<file path="config.mk">
export PLATFORM = sky130hd
export DESIGN_NAME = can_fault_conf
export DESIGN_NICKNAME = d
export VERILOG_FILES = /design/src/rtl/can_fc_pkg.sv /design/src/rtl/fc_err_counter.sv /design/src/rtl/fc_busoff_recovery.sv /design/src/rtl/can_fault_conf.sv
export SDC_FILE = /design/constraint.sdc
export NUM_CORES = 1
export LEC_CHECK = 0
export BUFFER_PORTS_ARGS = -buffer_cell sky130_fd_sc_hd__buf_2
export CAP_MARGIN = 20
export CORE_UTILIZATION = 60
export CTS_BUF_LIST = sky130_fd_sc_hd__clkbuf_8
export CTS_CLUSTER_DIAMETER = 120
export DETAILED_ROUTE_END_ITERATION = 6
export GPL_ROUTABILITY_DRIVEN = 0
export GPL_TIMING_DRIVEN = 0
export PLACE_DENSITY = 0.95
export SKIP_CTS_REPAIR_TIMING = 1
export SYNTH_ARGS = -nofsm -noshare
export SYNTH_HDL_FRONTEND = slang
export SYNTH_SLANG_ARGS = --single-unit
export TNS_END_PERCENT = 30
</file>
<file path="constraint.sdc">
create_clock -name clk -period 3.1 [get_ports clk]
set_input_delay 0.465 -clock clk [delete_from_list [all_inputs] [get_ports clk]]
set_output_delay 0.465 -clock clk [all_outputs]
set_load 0.01 [all_outputs]
</file>
<file path="src/rtl/can_fc_pkg.sv">
// Package: shared fault state encoding for the CAN fault confinement unit.
// Assumes: encodings are visible on the top-level state port and must not change.
package can_fc_pkg;
    typedef enum logic [1:0] {
        FC_ACTIVE  = 2'd0,
        FC_PASSIVE = 2'd1,
        FC_BUSOFF  = 2'd2
    } fc_state_e;
endpackage

</file>
<file path="src/rtl/fc_err_counter.sv">
// Module: saturating error counter with a two-weight increment and a floored decrement.
// Assumes: clr_i has priority over inc_i, and inc_i has priority over dec_i.
// The caller gates inc_i and dec_i when the counter must stay frozen.
module fc_err_counter #(
    parameter int W     = 8,
    parameter int LIGHT = 1,
    parameter int HEAVY = 8
) (
    input  logic         clk,
    input  logic         rst_n,
    input  logic         inc_i,
    input  logic         heavy_i,
    input  logic         dec_i,
    input  logic         clr_i,
    output logic [W-1:0] cnt_o
);
    localparam logic [W:0]   SAT    = {1'b0, {W{1'b1}}};
    localparam logic [W:0]   STEP_L = (W+1)'(LIGHT);
    localparam logic [W:0]   STEP_H = (W+1)'(HEAVY);
    localparam logic [W-1:0] HEAD   = {W{1'b1}} - W'(HEAVY);

    logic [W-1:0] cnt_q, cnt_d;
    logic [W:0]   sum;

    // Next-value selection: clear, weighted saturating add, or floored decrement.
    always_comb begin
        sum   = {1'b0, cnt_q} + (heavy_i ? STEP_H : STEP_L);
        cnt_d = cnt_q;
        if (clr_i)
            cnt_d = '0;
        else if (inc_i)
            cnt_d = (sum > SAT) ? SAT[W-1:0] : sum[W-1:0];
        else if (dec_i && cnt_q != '0)
            cnt_d = cnt_q - 1'b1;
    end

    // Counter register.
    always_ff @(posedge clk) begin
        if (!rst_n) cnt_q <= '0;
        else        cnt_q <= cnt_d;
    end

    assign cnt_o = cnt_q;

    AST_CNT_HOLD: assert property (@(posedge clk) disable iff (!rst_n)
        (!inc_i && !dec_i && !clr_i) |=> $stable(cnt_o));
    AST_CNT_UP: assert property (@(posedge clk) disable iff (!rst_n)
        (inc_i && !clr_i && cnt_o < HEAD) |=> (cnt_o > $past(cnt_o)));
    AST_CNT_FLOOR: assert property (@(posedge clk) disable iff (!rst_n)
        (dec_i && !inc_i && !clr_i && cnt_o == '0) |=> (cnt_o == '0));
    AST_CNT_CLR: assert property (@(posedge clk) disable iff (!rst_n)
        clr_i |=> (cnt_o == '0));
endmodule

</file>
<file path="src/rtl/fc_busoff_recovery.sv">
// Module: counts runs of consecutive recessive bits while the node is bus-off.
// It flags completion on the last bit of the final run.
// Assumes: busoff_i drops in the cycle after done_o, and that drop clears all state here.
module fc_busoff_recovery #(
    parameter int RUN_LEN   = 11,
    parameter int RUN_COUNT = 128
) (
    input  logic clk,
    input  logic rst_n,
    input  logic busoff_i,
    input  logic auto_i,
    input  logic sw_req_i,
    input  logic bit_valid_i,
    input  logic bit_rec_i,
    output logic done_o
);
    localparam int RUN_W = $clog2(RUN_LEN + 1);
    localparam int CNT_W = $clog2(RUN_COUNT + 1);
    localparam logic [RUN_W-1:0] RUN_LAST  = RUN_W'(RUN_LEN - 1);
    localparam logic [CNT_W-1:0] RUNS_LAST = CNT_W'(RUN_COUNT - 1);

    logic [RUN_W-1:0] run_q;
    logic [CNT_W-1:0] runs_q;
    logic             arm_q;
    logic             armed, run_end;

    // Counting is enabled by the automatic setting or a latched software request.
    assign armed   = busoff_i && (auto_i || arm_q);
    assign run_end = armed && bit_valid_i && bit_rec_i && (run_q == RUN_LAST);
    assign done_o  = run_end && (runs_q == RUNS_LAST);

    // Run and run-total counters, plus the software arm latch.
    always_ff @(posedge clk) begin
        if (!rst_n || !busoff_i) begin
            run_q  <= '0;
            runs_q <= '0;
            arm_q  <= 1'b0;
        end else begin
            if (sw_req_i) arm_q <= 1'b1;
            if (armed && bit_valid_i) begin
                if (!bit_rec_i) begin
                    run_q <= '0;
                end else if (run_end) begin
                    run_q  <= '0;
                    runs_q <= runs_q + 1'b1;
                end else begin
                    run_q <= run_q + 1'b1;
                end
            end
        end
    end

    AST_RUN_BOUND: assert property (@(posedge clk) disable iff (!rst_n)
        run_q <= RUN_LAST);
    AST_DOMINANT_RESTART: assert property (@(posedge clk) disable iff (!rst_n)
        (armed && bit_valid_i && !bit_rec_i) |=> (run_q == '0));
    AST_UNARMED_IDLE: assert property (@(posedge clk) disable iff (!rst_n)
        (busoff_i && !armed) |=> ($stable(runs_q) && $stable(run_q)));
    AST_CLEAR_OUTSIDE: assert property (@(posedge clk) disable iff (!rst_n)
        !busoff_i |=> (runs_q == '0 && !arm_q));
endmodule

</file>
<file path="src/rtl/can_fault_conf.sv">
// Module: CAN fault confinement top. It holds both error counters, decodes the fault
// state and the error flag level, and runs bus-off recovery.
// Assumes: the caller chooses the weight of each error event. Bus-off is decoded
// from the transmit counter passing its upper half.
module can_fault_conf
    import can_fc_pkg::*;
#(
    parameter int TEC_W     = 9,
    parameter int REC_W     = 8,
    parameter int RUN_LEN   = 11,
    parameter int RUN_COUNT = 128
) (
    input  logic             clk,
    input  logic             rst_n,
    input  logic             tx_err_i,
    input  logic             tx_err_heavy_i,
    input  logic             rx_err_i,
    input  logic             rx_err_heavy_i,
    input  logic             tx_ok_i,
    input  logic             rx_ok_i,
    input  logic             bit_valid_i,
    input  logic             bit_recessive_i,
    input  logic             auto_recover_i,
    input  logic             sw_recover_i,
    output logic [TEC_W-1:0] tec_o,
    output logic [REC_W-1:0] rec_o,
    output logic [1:0]       state_o,
    output logic             err_flag_recessive_o
);
    localparam logic [TEC_W-1:0] TEC_PASSIVE = TEC_W'(1 << (REC_W - 1));
    localparam logic [REC_W-1:0] REC_PASSIVE = REC_W'(1 << (REC_W - 1));
    localparam logic [TEC_W-1:0] TEC_BUSOFF  = TEC_W'(1 << (TEC_W - 1));
    localparam logic [TEC_W-1:0] TEC_NEAR    = TEC_BUSOFF - TEC_W'(8);

    logic      bus_off, rec_done;
    fc_state_e st;

    assign bus_off = (tec_o >= TEC_BUSOFF);

    fc_err_counter #(.W(TEC_W), .LIGHT(1), .HEAVY(8)) u_tec (
        .clk     (clk),
        .rst_n   (rst_n),
        .inc_i   (tx_err_i && !bus_off),
        .heavy_i (tx_err_heavy_i),
        .dec_i   (tx_ok_i && !bus_off),
        .clr_i   (rec_done),
        .cnt_o   (tec_o)
    );

    fc_err_counter #(.W(REC_W), .LIGHT(1), .HEAVY(8)) u_rec (
        .clk     (clk),
        .rst_n   (rst_n),
        .inc_i   (rx_err_i && !bus_off),
        .heavy_i (rx_err_heavy_i),
        .dec_i   (rx_ok_i && !bus_off),
        .clr_i   (rec_done),
        .cnt_o   (rec_o)
    );

    fc_busoff_recovery #(.RUN_LEN(RUN_LEN), .RUN_COUNT(RUN_COUNT)) u_recov (
        .clk         (clk),
        .rst_n       (rst_n),
        .busoff_i    (bus_off),
        .auto_i      (auto_recover_i),
        .sw_req_i    (sw_recover_i),
        .bit_valid_i (bit_valid_i),
        .bit_rec_i   (bit_recessive_i),
        .done_o      (rec_done)
    );

    // Fault state decode, with bus-off taking priority over the passive thresholds.
    always_comb begin
        if (bus_off)
            st = FC_BUSOFF;
        else if (tec_o >= TEC_PASSIVE || rec_o >= REC_PASSIVE)
            st = FC_PASSIVE;
        else
            st = FC_ACTIVE;
    end

    assign state_o              = st;
    assign err_flag_recessive_o = (st != FC_ACTIVE);

    AST_FROZEN_IN_BUSOFF: assert property (@(posedge clk) disable iff (!rst_n)
        (state_o == FC_BUSOFF && !rec_done) |=> ($stable(tec_o) && $stable(rec_o)));
    AST_ENTER_BUSOFF: assert property (@(posedge clk) disable iff (!rst_n)
        (state_o != FC_BUSOFF && tx_err_i && tx_err_heavy_i && tec_o >= TEC_NEAR)
        |=> (state_o == FC_BUSOFF));
    AST_RECOVERY_CLEARS: assert property (@(posedge clk) disable iff (!rst_n)
        (state_o == FC_BUSOFF) |=> (state_o == FC_BUSOFF) || (tec_o == '0 && rec_o == '0));
    AST_ACTIVE_DOMINANT_FLAG: assert property (@(posedge clk) disable iff (!rst_n)
        (tec_o < TEC_PASSIVE && rec_o < REC_PASSIVE) |-> !err_flag_recessive_o);
endmodule

</file>
==> results.tsv, run 1 <==
metric	value	unit
fraction of registers with async set/reset	0	%
RSZ-0062 raised after global routing	no	
fin nets	314	
Final period util	65.46	%
Top Layer Used	met4	
Max Slew Vio Count	0	
H-tree level count	2	
Combinational Power Share	31.6	%
wire length on met1	2.029	mm
P_sw	0.3691	mW
Total GRT Usage	27.00	%
Core ar.	0.003103	mm^2
Starting Density	63.75	%
post-synthesis mux area share	0.5060	%
1st-iter DRT viols	155	
post-synthesis compound-gate area fraction	17.77	%
Post-Synth XOR/XNOR Area	7.084	%
synth unique cells	52	
Critical Path Stages	8	
clk root buf	clkbuf_8	
synthesized cell area	0.001978	mm^2
Net Sw Frac	33.43	%
die area	0.003531	mm^2
area of the multi-input gates	0.001270	mm^2
Post-Route Utilization	73.19	%
Slew @ Worst Pin	0.7018	ns
initial antenna violation count	0	
placed insts	325	
Net Count, Synth	276	
Die X	59.42	um
met3 wire length	240	um
syn avg cell area	7.913	um^2
largest family of logic cells by synthesized area	simple AND/OR/NAND/NOR gates	
Setup crit end	u_rec.cnt_o[4]	
Critical Path AT	2.20	ns
Max-slew headroom	52.55	%
WL final	4.418	mm
Worst R2R Start	u_recov.run_q[0]	
DPL Wire Length	3.237	mm
Yosys warning count	0	
die height	59.42	um
synthesized instance count	250	
fin crit period	2.029	ns
clock sink count	30	
simple-gate share of the synthesized area	29.98	%
WP buf/inv	2	
I/O Pins	32	
clock slew at reported path FFs	0.06	ns
Setup crit start	u_recov.run_q[0]	
first-pass GRT wire length	7.320	mm
max incr delay on CP	0.35	ns
fillcell total	255	
drt first pass iters	4	
Layout Cells excl Fill	331	
IO Port Bufs	31	
worst-case reg-to-reg path depth	8	
share of cells above drive strength 1	17.07	%
Power Dens Cells	486.2	mW/mm^2
HP Class	in -> reg	
met2 WL	2.084	mm
# DRC	0	
num rows	20	
Synth Area in Adders	8.855	%
flops & latches, synth	30	
maximum fanout along the worst path	10	
n_diodes	0	
leakage	0.9188	nW
Power Internal	0.7351	mW
Final Hold Vio Count	0	
CTS buffer count	5	
Clock Skew	0.006108	ns
Clock power frac	28.0	%
register area share after synthesis	30.36	%
maximum VDD drop	0.0003046	V
MaxCap Viol Count	0	
WS Path Type	reg -> reg	
drt via density	6.036	
setup slack, reg-to-reg	1.07	ns
WL per Instance	13.35	um
TritonCTS clock tree	built	
crit-path cells	inv_1 -> ha_1 -> nand3b_1 -> nor3_1 -> nand4b_1 -> nand2_1 -> buf_2 -> nor2_1	
Max clock buf depth	2	
Worst EP required	3.27	ns
area grow syn2layout	14.80	%
top_reg_cell synth	dfxtp_1	
Crit path max-delay family	simple AND/OR/NAND/NOR gates	
status	finished, final reports clean	
reg-to-reg endpoint	u_rec.cnt_o[4]	
crit path capture type	flip-flop	
Skew-Pair Late Insertion Delay	0.28	ns
f_max	492.8	MHz
largest net degree at the start of global routing	11	
Finish-stage setup viols	0	
CP max stage cell	nor3_1	
Vias	1998	
CP Launch Type	flip-flop	
gr ovfl total	0	
Storage cell area	600.6	um^2
via count of the first global-routing pass	1792	
Flop pwr share	40.4	%
Sum Neg Setup Slack	0	ns
Post-synth EDFFs	0	
power consumption	1.104	mW
Post-DRT Antenna Nets	0	
worst min-delay path by stage:
stage | start | slack, ns | cells after the start | to
4_1_cts | sw_recover_i | 0.39 | 3 | u_recov.arm_q
2_1_floorplan | u_recov.runs_q[6] | 0.45 | 2 | u_recov.runs_q[6]
3_3_place_gp | u_recov.runs_q[6] | 0.46 | 2 | u_recov.runs_q[6]
6_report | sw_recover_i | 0.39 | 3 | u_recov.arm_q
3_5_place_dp | u_recov.runs_q[6] | 0.49 | 2 | u_recov.runs_q[6]
5_1_grt | sw_recover_i | 0.41 | 3 | u_recov.arm_q
flip-flops by register name (all words and copies together) (netlist names):
| signal | flops |
|---|---|
| u_recov.arm_q | 1 |
| u_recov.run_q | 4 |
| u_rec.cnt_o | 8 |
| u_recov.runs_q | 8 |
| u_tec.cnt_o | 9 |
tightest hold or removal path: stages:
cell and delay, ns:
buf_2 0.07, nor2_1 0.03, nor2_1 0.07
cell usage after synthesis, drive strengths merged, types with 3 or more instances:
cell    instances  area share, %
xnor2           6            2.7
dfxtp          30             30
nand2          20            3.8
or3             3           0.95
nand3b          3            1.1
buf             7            2.2
nor2           35            6.6
nand4           8            2.5
nor3            9            2.5
inv            10            1.9
nand2b          6            1.9
xor2           10            4.4
nand3           8            2.0
clkbuf          7            1.3
nor2b           4            1.3
a21oi          17            4.3
and3            4            1.3
a211oi          5            1.9
o21ai           5            1.3
ha             14            8.9
nor4            4            1.6
a31oi           3           0.95
cell usage in the layout, fill, tap and decap left out, types with 8 or more instances in the layout:
cell     count
a21oi_1     17
buf_2       36
dfxtp_1     30
ha_1        14
inv_1       10
nand2_1     20
nand3_1      8
nand4_1      8
nor2_1      35
nor3_1       8
xor2_1      10
cell families (layout without fill, tap and decap cells):
family	Yosys count	in the layout
XOR/XNOR	16	16
adder cells (fa/ha/maj)	14	14
buffers and inverters	24	61
flip-flops	30	30
AND/OR/NAND/NOR	114	114
multiplexers	1	1
AO/OA/AOI/OAI	51	51
metal layers:
metal / vias to the layer above / GRT usage [%]
met5: - / 0
met4: 0 / 10.88
met3: 9 / 5.240
met2: 78 / 45.75
met1: 929 / 33.33
li1: 982 / -
through the flow:
stage	hold slack, ns	area (um^2)	setup slack (ns)
3_3_place_gp	0.4650	2188	1.052
5_1_grt	0.4063	2271	0.8601
3_5_place_dp	0.4899	2188	0.9896
4_1_cts	0.3886	2271	1.083
2_1_floorplan	0.4539	1978	1.300
6_report	0.3913	2271	1.071
power by group through the flow:
stage | clock, mW | combinational (mW) | sequential, mW
floorplan | 0 | 0.246 | 0.462
global placement | 0 | 0.335 | 0.454
detailed placement | 0 | 0.344 | 0.454
CTS | 0.317 | 0.346 | 0.446
global route | 0.335 | 0.390 | 0.451
finish | 0.309 | 0.349 | 0.447
layout make-up:
type | instances | share of cell area (%)
flip-flops and latches | 30 | 26.45
plain buffers | 14 | 3.085
multi-input cells | 196 | 55.92
repair buffers | 31 | 6.832
inverters | 10 | 1.653
clock buffers | 6 | 3.636
well taps | 44 | 2.424
Note: power is estimated with default switching activity, not from simulation.
==> run 2, diff against run 1 <==
--- a/config.mk
+++ b/config.mk
@@ -7,13 +7,13 @@
 export LEC_CHECK = 0
 export BUFFER_PORTS_ARGS = -buffer_cell sky130_fd_sc_hd__buf_2
 export CAP_MARGIN = 20
-export CORE_UTILIZATION = 60
+export CORE_UTILIZATION = 58
 export CTS_BUF_LIST = sky130_fd_sc_hd__clkbuf_8
 export CTS_CLUSTER_DIAMETER = 120
 export DETAILED_ROUTE_END_ITERATION = 6
 export GPL_ROUTABILITY_DRIVEN = 0
 export GPL_TIMING_DRIVEN = 0
-export PLACE_DENSITY = 0.95
+export PLACE_DENSITY = 0.94
 export SKIP_CTS_REPAIR_TIMING = 1
 export SYNTH_ARGS = -nofsm -noshare
 export SYNTH_HDL_FRONTEND = slang
==> constraint.sdc (replaced) <==
create_clock -name clk -period 2.09 [get_ports clk]
set_input_delay 0.3135 -clock clk [delete_from_list [all_inputs] [get_ports clk]]
set_output_delay 0.3135 -clock clk [all_outputs]
set_load 0.01 [all_outputs]
==> results.tsv, run 2 (synthesis results as in run 1) <==
metric	value	unit
status	finished, final reports clean	
Slew @ Worst Pin	0.8164	ns
CTS buffer count	5	
# DRC	0	
H-tree level count	2	
CP max stage cell	dfxtp_1	
MaxCap Viol Count	0	
Final period util	93.49	%
DPL Wire Length	3.320	mm
WL per Instance	13.83	um
crit-path cells	inv_1 -> ha_1 -> nor3b_1 -> a21o_1 -> nor4_1 -> xnor2_1 -> a221oi_1	
Sum Neg Setup Slack	0	ns
die height	60.40	um
Die X	60.40	um
post-layout instance area	0.002291	mm^2
drt via density	6.048	
power consumption	1.666	mW
share of cells above drive strength 1	17.99	%
Post-DRT Antenna Nets	0	
n_diodes	0	
Max Slew Vio Count	0	
IO Port Bufs	31	
clock sink count	30	
clock slew at reported path FFs	0.06	ns
Finish-stage setup viols	0	
fin nets	314	
WL final	4.605	mm
maximum fanout along the worst path	7	
Placed Area	0.002188	mm^2
Power Dens Cells	727.3	mW/mm^2
drt first pass iters	5	
max incr delay on CP	0.46	ns
RSZ-0062 raised after global routing	no	
fillcell total	262	
most frequent cells in the layout	36 x buf_2, 35 x nor2_1, 30 x dfxtp_1	
Vias	2014	
die area	0.003648	mm^2
Max-slew headroom	44.81	%
Starting Density	62.74	%
Worst EP required	2.28	ns
CP Launch Type	flip-flop	
f_max	511.8	MHz
leakage	0.9282	nW
clk root buf	clkbuf_8	
Max clock buf depth	2	
Core ar.	0.003153	mm^2
maximum VDD drop	0.0005164	V
max reg flops	9	
Skew-Pair Late Insertion Delay	0.28	ns
HP Class	in -> reg	
first-pass GRT wire length	7.348	mm
TritonCTS clock tree	built	
1st-iter DRT viols	163	
WS Path Type	reg -> reg	
Clock Skew	0.003853	ns
Total GRT Usage	27.09	%
via count of the first global-routing pass	1715	
initial antenna violation count	0	
crit path capture type	flip-flop	
gr ovfl total	0	
most common cell after layout, fill and taps aside	buf_2	
fin crit period	1.954	ns
num rows	20	
area grow syn2layout	15.81	%
Final Hold Vio Count	0	
Critical Path AT	2.14	ns
I/O Pins	32	
largest net degree at the start of global routing	11	
## run 2: layer usage
layer  track usage (%)  share of wire, %  wire length (um)
met2             45.21                47              2178
met1             33.86                43              1997
met3             6.823               7.5               347
met5                 0                 0                 0
met4             9.635               1.8                82
## run 2: area by class of cell
cell class | count | area, um^2 | share of cell area [%]
multi-input combinational | 196 | 1281 | 55.93
sequential | 30 | 600.6 | 26.22
timing repair buffer | 31 | 155.1 | 6.772
clock buffer | 6 | 82.58 | 3.605
buffer | 14 | 70.07 | 3.058
tap | 44 | 55.05 | 2.403
inverter | 10 | 37.54 | 1.638
clock inverter | 2 | 8.758 | 0.3823
## run 2: worst max-delay path: cells and delay by family, from the launching register on
kind / cells / cell delay, ns
DFF: 1 / 0.46
AOI/OAI and AO/OA: 2 / 0.50
adders and majority gates: 1 / 0.25
and+or+nand+nor: 2 / 0.40
xor gates and xnor gates: 1 / 0.12
buffers and inverters: 1 / 0.12
## run 2: stage by stage
step	setup slack [ns]	hold slack (ns)	util [%]	std cells
2_1_floorplan	0.3064	0.4293	-	250
3_3_place_gp	0.1714	0.4699	69.40	325
3_5_place_dp	0.1084	0.4791	69.40	325
4_1_cts	0.08779	0.2305	72.30	333
5_1_grt	0.01988	0.2570	72.66	333
6_report	0.1361	0.2319	72.66	333
## run 2: where the power goes
part	switching (mW)	internal, mW
logic	0.309	0.224
registers	0.0485	0.614
clock network	0.211	0.260
## run 2: worst paths after layout
check | startpoint | endpoint | slack [ns] | cells past startpoint
max | u_rec.cnt_o[1] | u_rec.cnt_o[3] | 0.14 | 7
min | sw_recover_i | u_recov.arm_q | 0.23 | 3
max reg2reg | u_rec.cnt_o[1] | u_rec.cnt_o[3] | 0.14 | 7
min reg2reg | u_recov.runs_q[6] | u_recov.runs_q[6] | 0.49 | 2
==> run 3, diff against run 2 <==
--- a/config.mk
+++ b/config.mk
@@ -7,7 +7,9 @@
 export LEC_CHECK = 0
 export BUFFER_PORTS_ARGS = -buffer_cell sky130_fd_sc_hd__buf_2
 export CAP_MARGIN = 20
-export CORE_UTILIZATION = 58
+export CELL_PAD_IN_SITES_DETAIL_PLACEMENT = 1
+export CELL_PAD_IN_SITES_GLOBAL_PLACEMENT = 1
+export CORE_UTILIZATION = 43
 export CTS_BUF_LIST = sky130_fd_sc_hd__clkbuf_8
 export CTS_CLUSTER_DIAMETER = 120
 export DETAILED_ROUTE_END_ITERATION = 6
==> results.tsv, run 3 (synthesis results as in run 1) <==
metric	value	unit
drt first pass iters	4	
TritonCTS clock tree	built	
Die X	69.83	um
num rows	24	
setup slack, reg-to-reg	0.14	ns
Skew-Pair Late Insertion Delay	0.29	ns
origin of the worst min-delay path	sw_recover_i	
HP Class	in -> reg	
Power Dens Cells	737.9	mW/mm^2
crit path capture type	flip-flop	
Critical Path AT	2.12	ns
I/O Pins	32	
fin nets	314	
post-layout instance area	0.002296	mm^2
WHS	0.2499	ns
leakage	0.9201	nW
# DRC	0	
maximum VDD drop	0.0003255	V
DPL Wire Length	4.047	mm
max reg flops	9	
WL per Instance	16.63	um
Vias	2027	
area grow syn2layout	16.07	%
Clock Skew	0.01172	ns
IO Port Bufs	31	
Worst EP required	2.26	ns
fin crit period	1.953	ns
fillcell total	566	
CP Launch Type	flip-flop	
clock sink count	30	
placed insts	333	
Max clock buf depth	2	
Finish-stage setup viols	0	
share of cells above drive strength 1	18.47	%
reg-to-reg endpoint	u_tec.cnt_o[7]	
drt via density	5.979	
n_diodes	0	
via count of the first global-routing pass	1997	
clock slew at reported path FFs	0.07	ns
Storage cell area	601.8	um^2
die height	69.83	um
gr ovfl total	0	
WS Path Type	reg -> reg	
power consumption	1.694	mW
area of the multi-input gates	0.001284	mm^2
CTS buffer count	5	
Layout Cells excl Fill	339	
Core ar.	0.004384	mm^2
Max Slew Vio Count	0	
Starting Density	45.12	%
f_max	511.9	MHz
most frequent cells in the layout	36 x buf_2, 35 x nor2_1, 29 x dfxtp_1	
Max-slew headroom	49.45	%
Total GRT Usage	23.90	%
MaxCap Viol Count	0	
die area	0.004876	mm^2
met3 wire length	190	um
Worst R2R Start	u_tec.cnt_o[8]	
Slew @ Worst Pin	0.7478	ns
Hold Path Stages	3	
Post-DRT Antenna Nets	0	
largest net degree at the start of global routing	11	
WL final	5.637	mm
1st-iter DRT viols	115	
WHS Endpoint	u_recov.arm_q	
Top Layer Used	met4	
most common cell after layout, fill and taps aside	buf_2	
clk root buf	clkbuf_8	
wire length on met1	2.598	mm
first-pass GRT wire length	9.411	mm
Final Hold Vio Count	0	
Placed Area	0.002198	mm^2
initial antenna violation count	0	
met2 WL	2.735	mm
worst-case reg-to-reg path depth	6	
maximum fanout along the worst path	10	
Final period util	93.47	%
H-tree level count	2	
status	finished, final reports clean	
run 3: cell types whose count changed in the layout (fill, tap and decap cells not counted), sizes merged:
cell	before	now
clkinv	1	0
inv	11	10
run 3: per-stage QoR:
step	setup TNS, ns	util (%)	setup WS [ns]
2_1_floorplan	0	-	0.3064
3_3_place_gp	0	50.14	0.06510
3_5_place_dp	0	50.14	0.02130
4_1_cts	-0.02489	52.03	-0.01297
5_1_grt	-0.04633	52.37	-0.03679
6_report	0	52.37	0.1365
run 3: worst max-delay path, stage by stage, from the launching register on:
cell	delay, ns
dfxtp_1	0.48
o2111ai_1	0.29
nor3_2	0.31
nand4b_1	0.14
nand2_2	0.21
buf_2	0.30
nor2_1	0.09
run 3: how the worst max path moves through the flow:
stage                startpoint              to  slack [ns]
4_1_cts          u_tec.cnt_o[8]  u_tec.cnt_o[7]       -0.01
5_1_grt          u_rec.cnt_o[0]  u_rec.cnt_o[3]       -0.04
3_5_place_dp   u_recov.run_q[0]  u_tec.cnt_o[7]        0.02
6_report         u_tec.cnt_o[8]  u_tec.cnt_o[7]        0.14
2_1_floorplan    u_rec.cnt_o[0]  u_rec.cnt_o[3]        0.31
3_3_place_gp     u_tec.cnt_o[8]  u_tec.cnt_o[8]        0.07
run 3: routing by layer:
layer / GRT usage [%] / vias up
met1: 30.78 / 988
met2: 39.42 / 48
met5: 0 / -
met4: 8.667 / 0
met3: 4.797 / 13
li1: - / 978
run 3: cell type report:
class                   instances  share of cell area [%]
flip-flops and latches         30                   26.21
inverters                      10                   1.635
plain buffers                  14                   3.052
repair buffers                 31                   6.758
well taps                      52                   2.834
multi-input cells             196                   55.91
clock buffers                   6                   3.597
run 3: report_power, final:
| group | internal [mW] | switching (mW) | total, mW |
|---|---|---|---|
| Clock | 0.254 | 0.226 | 0.480 |
| Sequential | 0.614 | 0.0506 | 0.665 |
| Combinational | 0.227 | 0.323 | 0.549 |
